`src/rtl/xbus_pkg.sv`:
```
package xbus_pkg;

    typedef enum logic [1:0] {
        XB_IDLE   = 2'd0,
        XB_ACTIVE = 2'd1,
        XB_DONE   = 2'd2
    } xb_state_e;

    // Per-transfer control captured at acceptance
    typedef struct packed {
        logic we;
        logic dram;
    } xb_ctl_t;

    // Level of one attribute line: polarity when asserted, inverse otherwise
    function automatic logic attr_level(input logic asserted, input logic pol);
        return asserted ? pol : ~pol;
    endfunction

    // The acknowledge may stretch a transfer only with a nonzero minimum
    // count and for non-DRAM accesses
    function automatic logic ack_allowed(input logic min_nonzero, input logic dram);
        return min_nonzero && !dram;
    endfunction

endpackage

```
`src/rtl/xbus_ack_sync.sv`:
```
module xbus_ack_sync #(
    parameter int STAGES = 2
) (
    input  logic clk,
    input  logic rst,
    input  logic ta_n,
    input  logic async_sel,
    output logic ack
);
    localparam int LAST = STAGES - 1;

    logic             ack_raw;
    logic [LAST:0]    chain;

    assign ack_raw = ~ta_n;

    generate
        for (genvar g = 0; g < STAGES; g++) begin : g_stage
            if (g == 0) begin : g_first
                always_ff @(posedge clk) begin
                    if (rst) chain[0] <= 1'b0;
                    else     chain[0] <= ack_raw;
                end
            end else begin : g_next
                always_ff @(posedge clk) begin
                    if (rst) chain[g] <= 1'b0;
                    else     chain[g] <= chain[g-1];
                end
            end
        end
    endgenerate

    assign ack = async_sel ? chain[LAST] : ack_raw;

endmodule

```
`src/rtl/xbus_wait_timer.sv`:
```
module xbus_wait_timer #(
    parameter int WAIT_W = 4
) (
    input  logic              clk,
    input  logic              rst,
    input  logic              start,
    input  logic              run,
    input  logic [WAIT_W-1:0] min_wait,
    input  logic              dram,
    input  logic              ack,
    output logic              done
);
    import xbus_pkg::*;

    localparam logic [WAIT_W-1:0] CNT_MAX = {WAIT_W{1'b1}};

    logic [WAIT_W-1:0] cnt_q;
    logic [WAIT_W-1:0] min_q;
    logic              use_ack_q;
    logic              seen_q;

    always_ff @(posedge clk) begin
        if (rst) begin
            cnt_q     <= '0;
            min_q     <= '0;
            use_ack_q <= 1'b0;
            seen_q    <= 1'b0;
        end else if (start) begin
            cnt_q     <= '0;
            min_q     <= min_wait;
            use_ack_q <= ack_allowed(min_wait != '0, dram);
            seen_q    <= 1'b0;
        end else if (run) begin
            if (cnt_q != CNT_MAX) cnt_q <= cnt_q + 1'b1;
            if (ack)              seen_q <= 1'b1;
        end else begin
            seen_q <= 1'b0;
        end
    end

    assign done = run && (cnt_q >= min_q) && (!use_ack_q || seen_q);

endmodule

```
`src/rtl/xbus_pin_drv.sv`:
```
module xbus_pin_drv #(
    parameter int ATTR_N = 2
) (
    input  logic              rst,
    input  logic              standby,
    input  logic              active,
    input  logic              we,
    input  logic [ATTR_N-1:0] sel,
    input  logic [ATTR_N-1:0] pol,
    output logic              rd_n,
    output logic              wr_n,
    output logic [ATTR_N-1:0] attr,
    output logic              ctl_oe
);
    import xbus_pkg::*;

    assign rd_n   = ~(active && !we);
    assign wr_n   = ~(active && we);
    assign ctl_oe = !rst && !standby;

    generate
        for (genvar g = 0; g < ATTR_N; g++) begin : g_attr
            assign attr[g] = attr_level(active && sel[g], pol[g]);
        end
    endgenerate

endmodule

```
`src/rtl/xbus_wait_ctrl.sv`:
```
module xbus_wait_ctrl #(
    parameter int ADDR_W      = 16,
    parameter int DATA_W      = 16,
    parameter int WAIT_W      = 4,
    parameter int ATTR_N      = 2,
    parameter int SYNC_STAGES = 2
) (
    input  logic              clk,
    input  logic              rst,
    input  logic              standby,
    input  logic [WAIT_W-1:0] cfg_min_wait,
    input  logic              cfg_ack_async,
    input  logic [ATTR_N-1:0] cfg_attr_pol,
    input  logic              core_req,
    input  logic              core_we,
    input  logic              core_dram,
    input  logic [ADDR_W-1:0] core_addr,
    input  logic [DATA_W-1:0] core_wdata,
    input  logic [ATTR_N-1:0] core_attr_sel,
    output logic              core_ready,
    output logic [DATA_W-1:0] core_rdata,
    output logic [ADDR_W-1:0] bus_addr,
    output logic [DATA_W-1:0] bus_wdata,
    output logic              bus_wdata_oe,
    input  logic [DATA_W-1:0] bus_rdata,
    output logic              bus_rd_n,
    output logic              bus_wr_n,
    output logic [ATTR_N-1:0] bus_attr,
    output logic              bus_ctl_oe,
    input  logic              bus_ta_n
);
    import xbus_pkg::*;

    xb_state_e         state_q;
    xb_ctl_t           ctl_q;
    logic [ADDR_W-1:0] addr_q;
    logic [DATA_W-1:0] wdata_q;
    logic [DATA_W-1:0] rdata_q;
    logic [ATTR_N-1:0] sel_q;
    logic              accept;
    logic              active;
    logic              ack;
    logic              done;

    assign accept = (state_q == XB_IDLE) && core_req && !standby;
    assign active = (state_q == XB_ACTIVE);

    xbus_ack_sync #(.STAGES(SYNC_STAGES)) i_sync (
        .clk       (clk),
        .rst       (rst),
        .ta_n      (bus_ta_n),
        .async_sel (cfg_ack_async),
        .ack       (ack)
    );

    xbus_wait_timer #(.WAIT_W(WAIT_W)) i_timer (
        .clk      (clk),
        .rst      (rst),
        .start    (accept),
        .run      (active),
        .min_wait (cfg_min_wait),
        .dram     (core_dram),
        .ack      (ack),
        .done     (done)
    );

    always_ff @(posedge clk) begin
        if (rst) begin
            state_q <= XB_IDLE;
            ctl_q   <= '0;
            addr_q  <= '0;
            wdata_q <= '0;
            rdata_q <= '0;
            sel_q   <= '0;
        end else begin
            unique case (state_q)
                XB_IDLE: begin
                    if (accept) begin
                        state_q    <= XB_ACTIVE;
                        ctl_q.we   <= core_we;
                        ctl_q.dram <= core_dram;
                        addr_q     <= core_addr;
                        wdata_q    <= core_wdata;
                        sel_q      <= core_attr_sel;
                    end
                end
                XB_ACTIVE: begin
                    if (done) begin
                        state_q <= XB_DONE;
                        if (!ctl_q.we) rdata_q <= bus_rdata;
                    end
                end
                default: state_q <= XB_IDLE;
            endcase
        end
    end

    xbus_pin_drv #(.ATTR_N(ATTR_N)) i_pins (
        .rst     (rst),
        .standby (standby),
        .active  (active),
        .we      (ctl_q.we),
        .sel     (sel_q),
        .pol     (cfg_attr_pol),
        .rd_n    (bus_rd_n),
        .wr_n    (bus_wr_n),
        .attr    (bus_attr),
        .ctl_oe  (bus_ctl_oe)
    );

    assign core_ready   = (state_q == XB_DONE);
    assign core_rdata   = rdata_q;
    assign bus_addr     = addr_q;
    assign bus_wdata    = wdata_q;
    assign bus_wdata_oe = active && ctl_q.we;

endmodule

```
`config.mk`:
```
export PLATFORM = sky130hd
export DESIGN_NAME = xbus_wait_ctrl
export DESIGN_NICKNAME = d
export VERILOG_FILES = /design/src/rtl/xbus_pkg.sv /design/src/rtl/xbus_ack_sync.sv /design/src/rtl/xbus_wait_timer.sv /design/src/rtl/xbus_pin_drv.sv /design/src/rtl/xbus_wait_ctrl.sv
export SDC_FILE = /design/constraint.sdc
export NUM_CORES = 1
export LEC_CHECK = 0
export BUFFER_PORTS_ARGS = -buffer_cell sky130_fd_sc_hd__buf_4
export CAP_MARGIN = 20
export CORE_MARGIN = 2
export CORE_UTILIZATION = 35
export CTS_BUF_LIST = sky130_fd_sc_hd__clkbuf_4 sky130_fd_sc_hd__clkbuf_8
export CTS_CLUSTER_DIAMETER = 40
export DETAILED_ROUTE_END_ITERATION = 16
export GPL_TIMING_DRIVEN = 0
export MAX_ROUTING_LAYER = met4
export PLACE_DENSITY = 0.63
export SLEW_MARGIN = 20
export SYNTH_ARGS = -nofsm -noshare
export SYNTH_HDL_FRONTEND = slang
export SYNTH_SLANG_ARGS = --single-unit
```
`constraint.sdc`:
```
create_clock -name clk -period 4 [get_ports clk]
set_input_delay 0.8 -clock clk [delete_from_list [all_inputs] [get_ports clk]]
set_output_delay 0.8 -clock clk [all_outputs]
set_load 0.01 [all_outputs]
```
==> results of run 1 <==
==> final cells by class <==
type	count	area (um2)	area share, %
clock inverter	6	115	3.14
timing repair buffer	118	886	24.2
sequential	65	1300	35.5
inverter	7	26.3	0.718
tap	80	100	2.73
clock buffer	10	138	3.76
multi-input combinational	182	1000	27.4
buffer	18	92.6	2.53
==> worst max-delay path: cells and delay by family <==
family,cells,cell delay [ps]
buf+inv,4,860
simple gates,1,80
==> kinds of logic after synthesis <==
kind of cell             Yosys count  synth area share (%)
AND/OR/NAND/NOR                  107                  19.7
AO/OA/AOI/OAI                     65                  17.3
flip-flops                        65                  53.7
buffers and inverters             25                  4.91
adder cells (fa/ha/maj)            5                  2.58
XOR/XNOR                           4                  1.45
multiplexers                       1                 0.413
==> report_power, final <==
part / internal, mW / total, mW / switching [mW]
Clock: 0.433 / 0.691 / 0.258
Sequential: 0.676 / 0.692 / 0.0153
Combinational: 0.103 / 0.195 / 0.0921
==> sequential cells by signal, summed over array words and instances, names as in the netlist <==
name and cells:
bus_addr 16, bus_wdata 16, core_rdata 16, ctl_q 1
i_sync.chain 2, i_timer.cnt_q 4, i_timer.min_q 4, i_timer.seen_q 1
i_timer.use_ack_q 1, sel_q 2, state_q 2
==> placed cells by master, fill, tap and decap left out, types with 3 or more instances in the layout <==
master,n
ha_1,5
a21oi_1,43
clkbuf_8,10
inv_1,6
a32o_1,16
buf_4,118
nor2b_1,3
nor2_1,7
nor3_1,3
dfxtp_1,65
bufinv_16,3
clkbuf_1,9
buf_2,5
nand2_1,82
==> per-layer routing <==
metal,GRT usage [%],share of wire (%)
met1,20.6,44
met4,6.71,1.2
met5,-,0
met3,2.94,4.5
met2,28.4,51
==> through the flow <==
stage	power (mW)	utilization (%)	worst slack, ps	cell area (um2)
floorplan	0.794	-	1850	2420
global placement	0.901	50.4	1450	3410
detailed placement	0.905	50.4	1470	3410
CTS	1.60	54.2	1460	3660
global route	1.65	54.2	1370	3660
finish	1.58	54.2	1470	3660
==> final timing paths <==
check | start | end | depth (start not counted)
worst max-delay path | rst | bus_ctl_oe | 5
worst min-delay path | i_sync.chain[0] | i_sync.chain[1] | 1
worst max register to register | i_timer.cnt_q[0] | core_rdata[8] | 8
worst min register to register | i_sync.chain[0] | i_sync.chain[1] | 1
==> results.yml, run 1 <==
outcome:
  status: "finished clean"
drt:
  wire_per_inst_um: 12.9
  vias: 2293
  route.detailed.drc: 0
  dr.pass1.iters: 4
  drt_iter0_drc: 59
  wirelength_um: 6250
  viasPerCell: 4.72
  antenna_left: 0
grt:
  grt_pass1_vias: 2177
  grt_pass1_wl_um: 9940
  grt_use_total_pct: 17.0
  antenna_found_initial: 0
  grt_max_degree: 13
  gr-total-overflow: 0
clock_network:
  cts.clk_slew.worst_paths_ps: 70
  postCtsSetupRepairBufs: 0
  cts_resized: 0
  clock_sinks: 65
  cts_max_path_buffers: 2
  hold_buffers: 0
  cts_tree: "done"
  cts_root_buf: "clkbuf_8"
  cts.htree.levels: 3
  cts_buffers: 9
  clk_latency_ps: 330
sta:
  final.setup.tns_ps: 0
  slew_headroom_pct: 67.9
  fin_crit_ps: 2530
  fin_crit_sh_pct: 63.2
  worst_pin_slew_ps: 481
  skew_ps: 4.61
  hold_viol: 0
  finalSetupViolations: 0
  rsz0062_at_grt: "no"
  slew_viol_final: 0
  clock.fmax_mhz: 395
  whs_ps: 441
cells_and_area:
  final_cells: 486
  nets: 470
  n_antenna_cell: 0
  syn2layout_area_growth_pct: 51.1
  drive_gt1_share_pct: 35.7
  fill_cells: 669
yosys:
  ys_types: 35
  synth_top_area_share_pct: 53.7
  async_reset_ff_share_pct: 0
  synth_edf_count: 0
  ys_warn_count: 0
  synth_top_flop_cell: "dfxtp_1"
  ys_ff_latch: 65
  yosysTopAreaCell: "dfxtp_1"
  synth_area_leaders: "dfxtp_1 (54%), nand2_1 (13%), a21oi_1 (8.9%), a32o_1 (6.6%), ha_1 (2.6%)"
  synthesis.nets: 341
  yosysSeqAreaShare_pct: 53.7
  syn_inst: 272
  synthesis.area_mm2: 0.00242
  yosysMostFrequentCell: "nand2_1"
  yosys-top-cells-count: "nand2_1 (82), dfxtp_1 (65), a21oi_1 (43)"
  avgSynthCellArea_um2: 8.91
setup_path:
  crit_slowest_cell: "buf_1"
  crit_path_end_kind: "output port"
  crit_chain: "buf_4, buf_2, buf_1, nor2_1, buf_4"
  critPathLaunchType: "input pin"
  crit_path_max_fanout: 10
  critPathMostFrequentCell: "buf_4"
  rrSetupSlack_ps: 1950
  crit_arrival_ps: 1730
  worstPathRequired_ps: 3200
  crit_path_max_incr_delay_ps: 390
  crit_type: "in2out"
pwr:
  ir_drop_mv: 0.218
  power_density_mw_per_mm2: 431
  p_leak_nw: 1.59
floorplan:
  die-area_mm2: 0.00760
  die-width_um: 87.2
  die_y_um: 87.2
  ioPinCount: 119
  core-area_mm2: 0.00676
  fp-row-count: 30
  start_util_pct: 35.9
placement:
  globalplace.congestion: 0.746
  numPortBuffers: 118
  dp.cells: 470
  hpwl_um: 4760
worst_hold_path:
  hp-class: "reg2reg"
job:
  drv_cap: 0
No activity file was read; power rests on OpenSTA's default activity.
==> run 2, diff against run 1 <==
--- a/config.mk
+++ b/config.mk
@@ -14,7 +14,7 @@
 export DETAILED_ROUTE_END_ITERATION = 16
 export GPL_TIMING_DRIVEN = 0
 export MAX_ROUTING_LAYER = met4
-export PLACE_DENSITY = 0.63
+export PLACE_DENSITY = 0.65
 export SLEW_MARGIN = 20
 export SYNTH_ARGS = -nofsm -noshare
 export SYNTH_HDL_FRONTEND = slang
==> constraint.sdc (replaced) <==
create_clock -name clk -period 2.3 [get_ports clk]
set_input_delay 0.46 -clock clk [delete_from_list [all_inputs] [get_ports clk]]
set_output_delay 0.46 -clock clk [all_outputs]
set_load 0.01 [all_outputs]
==> run 2 against run 1 <==
First-iteration DRC count grew 32%. Utilization shrank 0.87 points. Global-route usage grew 0.18 points. Sequential share of layout area grew 0.58 points. Wire length grew 2.0%. Worst hold slack lost 150 ps. Design area shrank 1.6%. Final cell count is the same. Flip-flop and latch count is the same. Clock power grew 37%. Die area is the same. Critical path type is now reg2reg.
==> results.yml, run 2 (synthesis gave the netlist of run 1 again) <==
outcome:
  status: "finished clean"
clock_network:
  clock_sinks: 65
  cts_tree: "done"
  cts_buffers: 9
  cts_max_path_buffers: 2
  cts_resized: 0
  cts.clk_slew.worst_paths_ps: 70
  cts.htree.levels: 3
  cts_root_buf: "clkbuf_8"
  clk_latency_ps: 330
  postCtsSetupRepairBufs: 0
  hold_buffers: 0
cells_and_area:
  nets: 470
  syn2layout_area_growth_pct: 48.7
  fin_util_pct: 53.3
  mostFrequentLayoutCells: "buf_4 (118), nand2_1 (82), dfxtp_1 (65), a21oi_1 (43), a32o_1 (16)"
  n_antenna_cell: 0
  drive_gt1_share_pct: 35.7
  final_area_mm2: 0.00360
  final_common_cell: "buf_4"
  final_cells: 486
  fill_cells: 683
sta:
  whs_ps: 291
  slew_headroom_pct: 66.1
  skew_ps: 8.08
  worst_pin_slew_ps: 509
  fin_crit_sh_pct: 88.7
  final.setup.tns_ps: 0
  finalWorstSetupSlack_ps: 261
  rsz0062_at_grt: "no"
  fin_crit_ps: 2040
  slew_viol_final: 0
  hold_viol: 0
  finalSetupViolations: 0
  clock.fmax_mhz: 490
pwr:
  p_leak_nw: 1.56
  p_int_mw: 1.86
  combinationalPowerShare_pct: 13.6
  ir_drop_mv: 0.359
  clock_power_share_pct: 38.1
  power_density_mw_per_mm2: 692
  p_sw_share_pct: 25.6
  p_total_mw: 2.49
  power_frac_seq_pct: 48.3
  p_switching_mw: 0.637
setup_path:
  worst-r2r-cell-count: 8
  crit_path_max_incr_delay_ps: 390
  critPathLaunchType: "register"
  crit_chain: "inv_1, ha_1, nor3b_1, o21a_1, or3_1, buf_6, buf_8, a32o_1"
  crit_slowest_cell: "dfxtp_1"
  crit_arrival_ps: 2260
  path_depth: 8
  crit_path_end_kind: "register"
  cp_top_family: "compound AO/OA/AOI/OAI gates"
  crit_type: "reg2reg"
  crit_path_max_fanout: 10
  path_buf_inv: 3
  worstPathRequired_ps: 2520
job:
  drv_cap: 0
grt:
  gr-total-overflow: 0
  grt_pass1_vias: 2234
  antenna_found_initial: 0
  grt_max_degree: 13
  grt_pass1_wl_um: 9970
  grt_use_total_pct: 17.2
placement:
  dpl_worst_slack_ps: 267
  hpwl_um: 4750
  dp.cells: 470
  placed_cell_area_mm2: 0.00341
  globalplace.congestion: 0.748
  numPortBuffers: 118
worst_hold_path:
  hp-class: "in2reg"
  hold_depth: 2
drt:
  drt_iter0_drc: 78
  wirelength_um: 6380
  wire_per_inst_um: 13.1
  route.detailed.drc: 0
  viasPerCell: 4.78
  vias: 2324
  dr.pass1.iters: 4
  antenna_left: 0
floorplan:
  die-area_mm2: 0.00760
  ioPinCount: 119
  die_y_um: 87.2
  core-area_mm2: 0.00676
  start_util_pct: 35.9
  fp-row-count: 30
  die-width_um: 87.2
run 2: cell count changes in the layout (fill, tap and decap cells not counted):
cell / before / now
inv_6: 0 / 1
clkinv_2: 0 / 3
clkinv_4: 2 / 1
clkbuf_8: 10 / 9
bufinv_16: 3 / 1
run 2: power groups by stage:
stage          registers [mW]  logic, mW  clock network [mW]
5_1_grt                  1.21      0.374                1.04
2_1_floorplan            1.25      0.135                   0
6_report                 1.20      0.339               0.950
3_5_place_dp             1.23      0.343                   0
3_3_place_gp             1.23      0.338                   0
4_1_cts                  1.20      0.344               0.981
run 2: cell type report:
type	instances	area [um2]	share of cell area, %
plain buffers	18	92.6	2.57
clock buffers	9	124	3.44
clock inverters	7	70.1	1.95
inverters	7	26.3	0.729
multi-input cells	182	1000	27.8
flip-flops and latches	65	1300	36.1
well taps	80	100	2.78
repair buffers	118	886	24.6
run 2: metal layers:
layer / wire length (um) / up-vias / track usage [%]
met4: 80 / 0 / 7.13
met5: 0 / - / -
li1: - / 1184 / -
met1: 2740 / 1066 / 19.8
met3: 333 / 8 / 4.74
met2: 3220 / 66 / 28.3
run 2: worst reg2reg max path: cells and delay by family, from the launching register on:
kind / cells / cell delay [ps]
buffers and inverters: 3 / 340
AOI/OAI and AO/OA: 2 / 510
and+or+nand+nor: 2 / 430
DFF: 1 / 390
adders and majority gates: 1 / 270
run 2: worst paths after layout:
| kind | from | to | slack [ps] |
|---|---|---|---|
| worst max-delay path | i_timer.cnt_q[0] | core_rdata[12] | 260 |
| worst min-delay path | bus_ta_n | i_sync.chain[0] | 290 |
| worst max register to register | i_timer.cnt_q[0] | core_rdata[12] | 260 |
| worst min register to register | i_sync.chain[0] | i_sync.chain[1] | 450 |
==> run 3, diff against run 2 <==
==> constraint.sdc (replaced) <==
create_clock -name clk -period 1.7 [get_ports clk]
set_input_delay 0.34 -clock clk [delete_from_list [all_inputs] [get_ports clk]]
set_output_delay 0.34 -clock clk [all_outputs]
set_load 0.01 [all_outputs]
==> run 3 against run 2 <==
The run now ends with setup timing left. Non-clock buffer count rose by 10. Flip-flop and latch count did not move. Fmax rose by 9.6%. Register-to-register slack got worse by 420 ps. Global-route usage rose by 1.6 points. Final cell count rose by 2.1%. Die area did not move. Worst hold slack got worse by 140 ps. Clock power rose by 39%.
==> results.yml, run 3 (synthesis gave the netlist of run 1 again) <==
drt:
  route.detailed.drc: 0
  viasPerCell: 4.90
  antenna_left: 0
  wire_per_inst_um: 13.7
  vias: 2432
  drt_iter0_drc: 75
  wirelength_um: 6780
  dr.pass1.iters: 4
floorplan:
  start_util_pct: 35.9
  ioPinCount: 119
  core-area_mm2: 0.00676
  die_y_um: 87.2
  die-area_mm2: 0.00760
  fp-row-count: 30
  die-width_um: 87.2
setup_path:
  crit_arrival_ps: 2100
  worstPathRequired_ps: 1940
  crit_type: "reg2reg"
  critPathLaunchType: "register"
  crit_path_max_fanout: 5
  crit_path_max_incr_delay_ps: 450
  crit_slowest_cell: "or3_4"
  crit_chain: "inv_1, ha_1, o211ai_1, o21a_2, or3_4, buf_8, a32o_1"
  crit_path_end_kind: "register"
grt:
  top_usage_layer: "met2"
  grt_use_total_pct: 18.8
  grt_use_met2_pct: 32.0
  gr-total-overflow: 0
  grt_pass1_wl_um: 10900
  grt_pass1_vias: 2507
  grt_util_met3_pct: 5.02
  met1_usage_pct: 21.1
  grt_max_degree: 14
  antenna_found_initial: 0
cells_and_area:
  final_common_cell: "buf_4"
  n_antenna_cell: 0
  nets: 480
  syn2layout_area_growth_pct: 57.0
  fill_cells: 634
  final_area_mm2: 0.00380
  mostFrequentLayoutCells: "buf_4 (128), nand2_1 (80), dfxtp_1 (56), a21oi_1 (43), a32o_1 (16)"
  drive_gt1_share_pct: 42.8
  fin_util_pct: 56.3
sta:
  fin_crit_sh_pct: 109
  final.setup.tns_ps: -2250
  clock.fmax_mhz: 538
  whs_ps: 154
  slew_headroom_pct: 65.9
  worst_pin_slew_ps: 512
  rsz0062_at_grt: "yes"
  slew_viol_final: 0
  fin_crit_ps: 1860
  finalSetupViolations: 16
  hold_viol: 0
  finalWorstSetupSlack_ps: -160
  skew_ps: 9.92
pwr:
  p_total_mw: 3.46
  p_leak_nw: 1.66
  ir_drop_mv: 0.484
  power_density_mw_per_mm2: 909
clock_network:
  cts_tree: "done"
  clk_latency_ps: 340
  cts_max_path_buffers: 2
  cts.clk_slew.worst_paths_ps: 80
  clock_sinks: 65
  cts_buffers: 9
  cts.htree.levels: 3
  cts_root_buf: "clkbuf_8"
placement:
  hpwl_um: 4850
  numPortBuffers: 118
  placed_cell_area_mm2: 0.00341
  globalplace.congestion: 0.787
job:
  drv_cap: 0
outcome:
  violations: "setup timing"
  status: "complete, but fails checks"
worst_hold_path:
  hp-class: "in2reg"
## run 3: changes by cell type in the layout (fill, tap and decap cells not counted), moves of 3 or more
| cell | delta |
|---|---|
| clkbuf_2 | +3 |
| dfxtp_1 | -9 |
| dfxtp_2 | +6 |
| dfxtp_4 | +3 |
| buf_4 | +10 |
| clkbuf_1 | -5 |
## run 3: what timing repair did
item	CTS	global route
endpoints found under the setup margin	57	49
gates resized for setup	24	10
pin swaps	11	4
setup buffers	8	3
gates cloned	1	0
hold buffers	0	0
## run 3: worst max-delay path: cells and delay by family, from the launching register on
| family | cells | cell delay (ps) |
|---|---|---|
| AO/OA/AOI/OAI | 3 | 530 |
| AND/OR/NAND/NOR | 1 | 450 |
| flip-flops | 1 | 320 |
| buffers and inverters | 2 | 200 |
| adder cells (fa/ha/maj) | 1 | 270 |
## run 3: worst paths after layout
path | start | to | slack (ps) | depth (start not counted)
max reg2reg | i_timer.min_q[2] | core_rdata[15] | -160 | 7
min | bus_ta_n | i_sync.chain[0] | 150 | 2
min reg2reg | bus_wdata[13] | bus_wdata[13] | 460 | 2
max | i_timer.min_q[2] | core_rdata[15] | -160 | 7
## run 3: layer usage
layer / share of wire, % / up-vias
met1: 40 / 1134
met5: 0 / -
met2: 52 / 79
met4: 2.0 / 0
li1: - / 1206
met3: 5.6 / 13
## run 3: per-stage QoR
| stage | worst slack [ps] | cells |
|---|---|---|
| floorplan | -178 | 272 |
| global placement | -294 | 470 |
| detailed placement | -331 | 470 |
| CTS | -157 | 493 |
| global route | -216 | 496 |
| finish | -160 | 496 |
## run 3: power breakdown
group / total (mW) / internal [mW] / switching, mW / leakage [nW]
clock network: 1.32 / 0.689 / 0.633 / 0.100
registers: 1.63 / 1.59 / 0.0378 / 0.534
logic: 0.508 / 0.277 / 0.231 / 1.03
## run 3: layout make-up
type / count / area [um2] / share of cell area (%)
inverter: 7 / 26.3 / 0.691
clock buffer: 9 / 124 / 3.26
buffer: 16 / 93.8 / 2.47
clock inverter: 7 / 77.6 / 2.04
timing repair buffer: 130 / 1000 / 26.4
tap: 80 / 100 / 2.63
sequential: 65 / 1320 / 34.7
multi-input combinational: 182 / 1060 / 27.8
